--- src/rtl/scfg_pkg.sv ---
package scfg_pkg;
    localparam int M_W    = 7;
    localparam int N_W    = 2;
    localparam int T_W    = 3;
    localparam int WORD_W = T_W + N_W + M_W;

    // Serial word layout: test select on top, then output divide, then feedback
    typedef struct packed {
        logic [T_W-1:0] t;
        logic [N_W-1:0] n;
        logic [M_W-1:0] m;
    } cfg_word_t;

    typedef enum logic {
        S_TRACK = 1'b0,
        S_ARMED = 1'b1
    } mode_e;
endpackage

--- src/rtl/scfg_sync.sv ---
module scfg_sync #(
    parameter int W      = 1,
    parameter int STAGES = 2
) (
    input  logic         clk,
    input  logic         rst_n,
    input  logic [W-1:0] d,
    output logic [W-1:0] q
);
    logic [W-1:0] stg [STAGES];

    always_ff @(posedge clk or negedge rst_n) begin
        if (!rst_n) begin
            for (int i = 0; i < STAGES; i++) stg[i] <= '0;
        end else begin
            stg[0] <= d;
            for (int i = 1; i < STAGES; i++) stg[i] <= stg[i-1];
        end
    end

    assign q = stg[STAGES-1];
endmodule

--- src/rtl/scfg_edge.sv ---
module scfg_edge #(
    parameter bit RISING = 1'b1
) (
    input  logic clk,
    input  logic rst_n,
    input  logic lvl,
    output logic pulse
);
    logic prev_q;

    always_ff @(posedge clk or negedge rst_n) begin
        if (!rst_n) prev_q <= 1'b0;
        else        prev_q <= lvl;
    end

    if (RISING) begin : g_rise
        assign pulse = lvl & ~prev_q;
    end else begin : g_fall
        assign pulse = ~lvl & prev_q;
    end

    // a detected edge is a single-cycle event
    p_pulse_one_cycle_r1: assert property (@(posedge clk) disable iff (!rst_n)
        pulse |=> !pulse);
endmodule

--- src/rtl/scfg_shift.sv ---
module scfg_shift #(
    parameter int W = 12
) (
    input  logic         clk,
    input  logic         rst_n,
    input  logic         step,
    input  logic         din,
    output logic [W-1:0] word
);
    always_ff @(posedge clk or negedge rst_n) begin
        if (!rst_n)    word <= '0;
        else if (step) word <= {word[W-2:0], din};
    end

    p_shift_step_r1: assert property (@(posedge clk) disable iff (!rst_n)
        step |=> (word[W-1:1] == $past(word[W-2:0])) && (word[0] == $past(din)));

    p_shift_hold_r1: assert property (@(posedge clk) disable iff (!rst_n)
        !step |=> $stable(word));
endmodule

--- src/rtl/scfg_ctrl.sv ---
module scfg_ctrl
    import scfg_pkg::*;
(
    input  logic              clk,
    input  logic              rst_n,
    input  logic              par_lvl,
    input  logic              ser_fall,
    input  logic [M_W-1:0]    pin_m,
    input  logic [N_W-1:0]    pin_n,
    input  logic [WORD_W-1:0] shift_word,
    output cfg_word_t         cfg_q
);
    mode_e     state_q, state_d;
    cfg_word_t pin_word;
    cfg_word_t ser_word;

    always_comb begin
        pin_word.t = '0;
        pin_word.n = pin_n;
        pin_word.m = pin_m;
    end

    assign ser_word = cfg_word_t'(shift_word);

    // next state
    always_comb begin
        state_d = state_q;
        unique case (state_q)
            S_TRACK: if (par_lvl)  state_d = S_ARMED;
            S_ARMED: if (!par_lvl) state_d = S_TRACK;
        endcase
    end

    // state register
    always_ff @(posedge clk or negedge rst_n) begin
        if (!rst_n) state_q <= S_TRACK;
        else        state_q <= state_d;
    end

    // configuration registers; the parallel path outranks serial commits
    always_ff @(posedge clk or negedge rst_n) begin
        if (!rst_n) begin
            cfg_q <= '0;
        end else begin
            unique case (state_q)
                S_TRACK: cfg_q <= pin_word;
                S_ARMED: begin
                    if (!par_lvl)     cfg_q <= pin_word;
                    else if (ser_fall) cfg_q <= ser_word;
                end
            endcase
        end
    end

    p_track_t_zero_r6: assert property (@(posedge clk) disable iff (!rst_n)
        (state_q == S_TRACK) |-> (cfg_q.t == '0));

    p_track_follows_pins_r4: assert property (@(posedge clk) disable iff (!rst_n)
        (state_q == S_TRACK) |=> (cfg_q.m == $past(pin_m)) && (cfg_q.n == $past(pin_n)));

    p_hold_without_commit_r3: assert property (@(posedge clk) disable iff (!rst_n)
        (state_q == S_ARMED && par_lvl && !ser_fall) |=> $stable(cfg_q));

    p_serial_commit_r2: assert property (@(posedge clk) disable iff (!rst_n)
        (state_q == S_ARMED && par_lvl && ser_fall) |=> (cfg_q == $past(ser_word)));

    p_par_priority_r7: assert property (@(posedge clk) disable iff (!rst_n)
        (state_q == S_ARMED && !par_lvl) |=> (state_q == S_TRACK) && (cfg_q.t == '0));
endmodule

--- src/rtl/synth_cfg_if.sv ---
module synth_cfg_if
    import scfg_pkg::*;
#(
    parameter int SYNC_STAGES = 2
) (
    input  logic           clk,
    input  logic           rst_n,
    input  logic           ser_clk,
    input  logic           ser_din,
    input  logic           ser_load,
    input  logic           par_load,
    input  logic [M_W-1:0] par_m,
    input  logic [N_W-1:0] par_n,
    output logic [M_W-1:0] cfg_m,
    output logic [N_W-1:0] cfg_n,
    output logic [T_W-1:0] cfg_t
);
    localparam int CTL_W = 4;
    localparam int PIN_W = M_W + N_W;

    logic [CTL_W-1:0] ctl_s;
    logic [PIN_W-1:0] pins_s;
    logic             ser_clk_s, ser_din_s, ser_load_s, par_load_s;
    logic             ser_rise, ser_fall;
    logic [WORD_W-1:0] shift_word;
    cfg_word_t         cfg_q;

    scfg_sync #(.W(CTL_W), .STAGES(SYNC_STAGES)) u_sync_ctl (
        .clk(clk), .rst_n(rst_n),
        .d({ser_clk, ser_din, ser_load, par_load}),
        .q(ctl_s)
    );

    scfg_sync #(.W(PIN_W), .STAGES(SYNC_STAGES)) u_sync_pins (
        .clk(clk), .rst_n(rst_n),
        .d({par_n, par_m}),
        .q(pins_s)
    );

    assign {ser_clk_s, ser_din_s, ser_load_s, par_load_s} = ctl_s;

    scfg_edge #(.RISING(1'b1)) u_edge_sclk (
        .clk(clk), .rst_n(rst_n), .lvl(ser_clk_s), .pulse(ser_rise)
    );

    scfg_edge #(.RISING(1'b0)) u_edge_sload (
        .clk(clk), .rst_n(rst_n), .lvl(ser_load_s), .pulse(ser_fall)
    );

    scfg_shift #(.W(WORD_W)) u_shift (
        .clk(clk), .rst_n(rst_n), .step(ser_rise), .din(ser_din_s), .word(shift_word)
    );

    scfg_ctrl u_ctrl (
        .clk(clk), .rst_n(rst_n),
        .par_lvl(par_load_s), .ser_fall(ser_fall),
        .pin_m(pins_s[M_W-1:0]), .pin_n(pins_s[PIN_W-1:M_W]),
        .shift_word(shift_word),
        .cfg_q(cfg_q)
    );

    assign cfg_m = cfg_q.m;
    assign cfg_n = cfg_q.n;
    assign cfg_t = cfg_q.t;
endmodule

--- config.mk ---
export PLATFORM = sky130hd
export DESIGN_NAME = synth_cfg_if
export DESIGN_NICKNAME = d
export VERILOG_FILES = /design/src/rtl/scfg_pkg.sv /design/src/rtl/scfg_sync.sv /design/src/rtl/scfg_edge.sv /design/src/rtl/scfg_shift.sv /design/src/rtl/scfg_ctrl.sv /design/src/rtl/synth_cfg_if.sv
export SDC_FILE = /design/constraint.sdc
export NUM_CORES = 1
export LEC_CHECK = 0
export BUFFER_PORTS_ARGS = -buffer_cell sky130_fd_sc_hd__buf_2
export CELL_PAD_IN_SITES_DETAIL_PLACEMENT = 1
export CELL_PAD_IN_SITES_GLOBAL_PLACEMENT = 1
export CORE_ASPECT_RATIO = 1.4
export CORE_MARGIN = 10
export CORE_UTILIZATION = 46
export DETAILED_ROUTE_END_ITERATION = 10
export HOLD_SLACK_MARGIN = 0.12
export PLACE_DENSITY = 0.84
export SLEW_MARGIN = 20
export SYNTH_ARGS = -nofsm -noshare
export SYNTH_HDL_FRONTEND = slang
export SYNTH_HIERARCHICAL = 1
export SYNTH_SLANG_ARGS = --single-unit
--- constraint.sdc ---
create_clock -name clk -period 1.3 [get_ports clk]
set_input_delay 0.39 -clock clk [delete_from_list [all_inputs] [get_ports clk]]
set_output_delay 0.39 -clock clk [all_outputs]
set_load 0.02 [all_outputs]
# After elaboration in Yosys (flattened, before gate mapping)
# Cells that the tools add are included.
[totals]
romBits = 0
memories = 0
reg_bits = 53
latch_bits = 0
word_cells = 21
ramBits = 0
[classes]
bitwise = 5
addsub = 0
n_reduce_logical = 0
eq_ne = 1
shift = 0
n_div = 0
mux = 4
multipliers = 0
order_cmp = 0
[op_table]
columns = ["op", "count"]
rows = [
  ["$mux 12", 2],
  ["$pmux 12 s2", 1],
  ["$ne 3x3->1 const B", 1],
  ["$not 1->1", 3],
  ["$and 1x1->1", 2],
  ["$mux 1", 1],
]

# Longest topological paths before layout
# Gate-level depths: netlist (run 1).
[depth]
depth_word = 5
mapped_depth = 5
depth_no_buf = 3

# Cells and area by module
# The synthesis (run 1) kept the hierarchy.
[modules_own_cells]
columns = ["module", "area_per_inst_um2", "seq_area_each_um2", "cells_per_inst", "n_inst"]
rows = [
  ["scfg_ctrl", 583.1, 325.3, 52, 1],
  ["scfg_sync at u_sync_pins", 518.0, 450.4, 27, 1],
  ["scfg_shift", 484.2, 300.3, 25, 1],
  ["scfg_sync at u_sync_ctl", 230.2, 200.2, 12, 1],
  ["scfg_edge", 38.8, 25.0, 2, 2],
]

# Worst setup path after synthesis (run 1)
# OpenSTA, ideal clock, no wires.
[synth_timing]
path_kind = "register -> register"
from = "register u_sync_ctl.stg, in the netlist u_sync_ctl/q[1]"
to = "register u_ctrl/cfg_q[1] (netlist name)"
synth_period_minus_slack_ns = 1.149
t_required_ns = 1.175
path_slack_ns = 0.151
path_stages_with_launch = 6
t_arrival_ns = 1.024
path_cell_list = "dfrtp_1 -> buf_4 -> nor2b_4 -> buf_6 -> mux2i_1 -> a21oi_1"
[synth_via]
elab_chain_cells = 3
[synth_rtl]
columns = ["element", "line_no", "source"]
rows = [
  ["start, declared", "scfg_sync.sv:10", "logic [W-1:0] stg [STAGES];"],
  ["$not 1->1", "scfg_edge.sv:19", "assign pulse = ~lvl & prev_q;"],
  ["$and 1x1->1", "scfg_edge.sv:19", ""],
  ["named net ser_fall", "synth_cfg_if.sv:24", "logic ser_rise, ser_fall;"],
  ["$ne 3x3->1 (no source line)", "--", ""],
]
# The timed path passes the listed nets, and every way through them passes these cells.
# A chain may end at the register's enable or synchronous reset.

# Worst setup path in the final report (run 1)
[layout_timing]
from = "register u_ctrl/cfg_q[2] (netlist name)"
to = "output port cfg_m[2]"
[layout_rtl]
columns = ["element", "line_no", "source"]
rows = [
  ["end, declared", "synth_cfg_if.sv:14", "output logic [M_W-1:0] cfg_m,"],
]
# No word-level cell between the ends.

==> results of run 1 <==
==> power by group through the flow <==
stage          clock network (mW)  logic, mW  registers [mW]
6_report                    0.869      0.532            2.06
5_1_grt                     0.976      0.582            2.11
4_1_cts                     0.883      0.541            2.07
3_5_place_dp                    0      0.529            2.10
3_3_place_gp                    0      0.501            2.07
2_1_floorplan                   0      0.364            2.07
==> final timing paths <==
check	startpoint	end	slack, ns	cells past startpoint
setup / recovery	u_ctrl/cfg_q[2]$_DFFE_PN0P_	cfg_m[2]	0.04	1
hold / removal	ser_din	u_sync_ctl/stg[6]$_DFF_PN0_	0.19	1
hold reg to reg	u_sync_pins/stg[15]$_DFF_PN0_	u_sync_pins/q[6]$_DFF_PN0_	0.35	0
min in group asynchronous	rst_n	u_edge_sload/prev_q$_DFF_PN0_	0.60	3
setup reg to reg	u_edge_sclk/prev_q$_DFF_PN0_	u_shift/word[9]$_DFFE_PN0P_	0.12	3
max in group asynchronous	rst_n	u_sync_pins/q[4]$_DFF_PN0_	0.48	3
==> layer usage <==
| layer | vias up | track usage |
|---|---|---|
| li1 | 431 | - |
| met1 | 456 | 0.1051 |
| met2 | 26 | 0.1830 |
| met3 | 5 | 0.05252 |
| met4 | 0 | 0.04128 |
| met5 | - | 0 |
==> through the flow <==
stage	hold WS (ns)	std cells	worst slack, ns
after global placement	0.3317	176	0.1689
after global routing	0.1701	186	-0.007889
final	0.1909	186	0.04227
after floorplan	0.09441	120	0.1508
after detailed placement	0.3358	176	0.1276
after CTS	0.1815	185	0.02947
==> layout by cell type, fill, tap and decap left out <==
cell type / instances
mux2_4: 10
buf_12: 3
a21oi_1: 18
clkbuf_8: 5
nand2_1: 1
and2_1: 1
dfrtp_1: 53
mux2i_1: 12
buf_4: 3
nor2_1: 3
dlygate4sd3_1: 1
buf_2: 26
nor2b_4: 2
clkbuf_1: 3
mux2_2: 2
==> cell type report <==
cell class,instances,area [sq um]
fillers,387,1838
flip-flops and latches,53,1326
multi-input cells,49,431.7
repair buffers,33,222.7
clock buffers,8,80.08
well taps,43,53.80
==> kinds of logic after synthesis <==
family | synth area share
flip-flops | 0.7006
buffers and inverters | 0.07138
AND/OR/NAND/NOR | 0.02578
AO/OA/AOI/OAI | 0.04759
multiplexers | 0.1547
==> sequential cells by signal, summed over array words and instances, names as in the netlist <==
name                 cells
u_ctrl/cfg_q            12
u_shift/word            12
u_sync_pins/q            9
u_sync_pins/stg          9
u_sync_ctl/q             4
u_sync_ctl/stg           4
u_ctrl/state_q           1
u_edge_sclk/prev_q       1
u_edge_sload/prev_q      1
==> what timing repair did <==
action | 4_1_cts | 5_1_grt
hold endpoints to repair | 53 | 0
hold buffers | 1 | 0
endpoints found under the setup margin | 0 | 1
setup buffers | 0 | 1
gates resized for setup | 0 | 0
==> reports/qor.yml, run 1 <==
synth-warning-count: 6
area.growth.synth_to_final_pct: 11.70
clock_power_share: 0.251
crit_path_start_kind: "register"
dp_hpwl_um: 2451
vias_per_cell: 4.935
dieArea_sq_um: 7118
synth_cell_types: 12
fin_crit_ns: 1.258
vias: 918
required_ns: 0.91
clock_sinks: 53
met1_length_um: 1253
route.met3.wl_um: 253
crit_chain: "buf_2"
placed_area_sq_um: 2017
wl_met2_um: 1843
status: "complete, no violations"
peakVddDrop_v: 0.001023
antenna_found_initial: 0
grt_pass1_wl_um: 5602
synthArstFlopShare: 1.000
worstSkewPairLatency_ns: 0.30
crit_arrival_ns: 0.87
cp-end-kind: "output pin"
portBuffers: 26
syn_area_sq_um: 1893
ant_nets: 0
netlist_instances: 120
routed.top_layer: "met4"
cts_buffer_depth: 2
power_density_nw_per_um2: 1639
ctsRootBufferMaster: "clkbuf_8"
wire_per_inst_um: 18.23
die_h_um: 95.91
worst_pin_slew_ns: 0.3452
htree_levels: 2
crit_family: "flip-flops"
ys_ff_latch: 53
rows: 27
p_total_mw: 3.466
n_antenna_cell: 0
cts_inserted_buffers: 5
fmax_mhz: 795.1
hold_path.class: "primary input to register"
final-setup-viol-count: 0
path_class: "register to output pin"
routed_wl_um: 3391
netlist.area_leader.share: 0.7006
ys_seq_area_frac: 0.7006
critPathBufInv: 1
syn_avg_cell_area_sq_um: 15.78
drt_iter0_markers: 45
grt_usage: 0.1056
path_clk_slew_ns: 0.08
gr-total-overflow: 0
intPower_mw: 2.583
grt_pass1_vias: 1141
fin_skew_ns: 0.004367
drc: 0
cts_tree: "done"
cp_max_fo: 2
maxSlewHeadroom: 0.7699
post-route-period-util: 0.9675
slowest_stage: "dfrtp_1"
grt_max_degree: 54
swShare: 0.2548
synth_commonest_cells: "dfrtp_1, a21oi_1, buf_4, mux2i_1, mux2_4"
ys.flop_type: "dfrtp_1"
die_x_um: 74.22
synth_nets: 135
drive_above_1_share: 0.3566
p_leak_nw: 0.9965
maxCapViolCount: 0
tns_ns: 0
gp_congestion: 0.7734
start_util: 0.4789
p_comb_frac: 0.154
slowest_delay_ns: 0.40
report.final.slew_viol_count: 0
switchingPower_uw: 883.0
seq_power_share: 0.596
synth.most_common_cell: "dfrtp_1"
fin_area_sq_um: 2115
synth_edf_count: 0
drtPass1Iterations: 3
ios: 27
hold_viol: 0
synth_top_area_cell: "dfrtp_1"
synthTopCellsByArea: "dfrtp_1, mux2_4, mux2i_1"
design.core.area_sq_um: 3953
nNetsFinal: 157
fin_util: 0.5350
Note: power is estimated with default switching activity, not from simulation.
==> run 2: changes to the inputs <==
Settings changed: CELL_PAD_IN_SITES_DETAIL_PLACEMENT 1 to unset, CELL_PAD_IN_SITES_GLOBAL_PLACEMENT 1 to unset, CORE_UTILIZATION 46 to 55.
==> reports/qor.yml, run 2 (synthesis gave the netlist of run 1 again) <==
status: "complete, no violations"
crit_family: "flip-flops"
gp_congestion: 0.7651
vias: 910
worst_pin_slew_ns: 0.3333
worstSkewPairLatency_ns: 0.31
pre_cts_ws_ns: 0.1475
ctsHoldBuffers: 1
peakVddDrop_v: 0.001217
maxSlewHeadroom: 0.7778
cts_setup_buffers: 0
crit_chain: "buf_2"
endpoint: "cfg_n[1]"
cts_inserted_buffers: 5
fin_crit_ns: 1.255
hold_viol: 0
critPathBufInv: 1
cts_buffer_depth: 2
drive_above_1_share: 0.3732
drt_iter0_markers: 14
grt_pass1_vias: 1089
cp_max_fo: 2
fin_util: 0.6314
maxCapViolCount: 0
ios: 27
timing.rr.end: "u_shift/word[1]$_DFFE_PN0P_"
die_x_um: 69.59
cp-end-kind: "output pin"
die_h_um: 89.42
antenna_found_initial: 0
crit_path_start_kind: "register"
tns_ns: 0
required_ns: 0.91
nNetsFinal: 156
placed_area_sq_um: 2013
start_util: 0.5656
ant_nets: 0
grt_max_degree: 54
layout_common_cells: "dfrtp_1, buf_2, a21oi_1, mux2i_1, mux2_4"
grt_pass1_wl_um: 5202
layoutNonFillerInstCount: 182
power_density_nw_per_um2: 1636
fin_area_sq_um: 2113
report.final.slew_viol_count: 0
critPathLaunch: "u_ctrl/cfg_q[8]$_DFFE_PN0P_"
hold_path.class: "primary input to register"
n_antenna_cell: 0
cts_tree: "done"
drc: 0
p_leak_nw: 0.9968
rr_startpoint: "u_edge_sclk/prev_q$_DFF_PN0_"
holdWs_ns: 0.1807
clock_sinks: 53
holdPathStages: 1
path_clk_slew_ns: 0.09
grt_usage: 0.1058
fin_ws_ns: 0.04508
design.core.area_sq_um: 3347
slowest_stage: "dfrtp_1"
vias_per_cell: 5.000
post-route-period-util: 0.9653
drtPass1Iterations: 3
gr-total-overflow: 0
fmax_mhz: 796.9
area.growth.synth_to_final_pct: 11.63
dp_cells: 173
htree_levels: 2
wire_per_inst_um: 15.31
p_total_mw: 3.457
ctsRootBufferMaster: "clkbuf_8"
final_common_cell: "dfrtp_1"
rsz0062_at_grt: "no"
routed_wl_um: 2787
path_class: "register to output pin"
rows: 25
final-setup-viol-count: 0
post_cts_resized: 0
reg_top3: "u_ctrl/cfg_q (12), u_shift/word (12)"
cp.depth: 1
crit_arrival_ns: 0.86
ff2ff_setup_slack_ns: 0.13
dieArea_sq_um: 6222
fin_skew_ns: 0.003792
r2r_cells: 3
slowest_delay_ns: 0.40
portBuffers: 26
==> run 2: changes by cell type in the layout (fill, tap and decap cells not counted) <==
cell | previous run | this run
buf_4 | 3 | 2
clkbuf_1 | 3 | 0
clkinv_2 | 0 | 1
clkinvlp_4 | 0 | 1
inv_6 | 0 | 1
==> run 2: how the worst min path moves through the flow <==
stage	startpoint	to	slack, ns
2_1_floorplan	rst_n	u_ctrl/cfg_q[0]$_DFFE_PN0P_	0.09
3_3_place_gp	u_sync_ctl/stg[7]$_DFF_PN0_	u_sync_ctl/q[3]$_DFF_PN0_	0.33
3_5_place_dp	u_sync_pins/stg[12]$_DFF_PN0_	u_sync_pins/q[3]$_DFF_PN0_	0.33
4_1_cts	par_m[5]	u_sync_pins/stg[14]$_DFF_PN0_	0.17
5_1_grt	ser_din	u_sync_ctl/stg[6]$_DFF_PN0_	0.16
6_report	ser_clk	u_sync_ctl/stg[7]$_DFF_PN0_	0.18
==> run 2: layout make-up <==
| class | count | area, sq um |
|---|---|---|
| clock buffers | 5 | 68.82 |
| clock inverters | 3 | 21.27 |
| fillers | 240 | 1234 |
| multi-input cells | 49 | 431.7 |
| flip-flops and latches | 53 | 1326 |
| well taps | 40 | 50.05 |
| repair buffers | 32 | 215.2 |
==> run 2: routing by layer <==
layer / track usage / up-vias / wire length [um]
li1: - / 428 / -
met1: 0.1102 / 452 / 1127
met2: 0.1817 / 23 / 1438
met3: 0.03889 / 7 / 144
met4: 0.06055 / 0 / 77
met5: 0 / - / 0
==> run 2: power breakdown <==
part           internal (mW)  switching, mW  leakage (nW)  total (mW)
combinational          0.312          0.202         0.324       0.514
clock                  0.382          0.514        0.0445       0.896
sequential              1.88          0.163         0.628        2.05
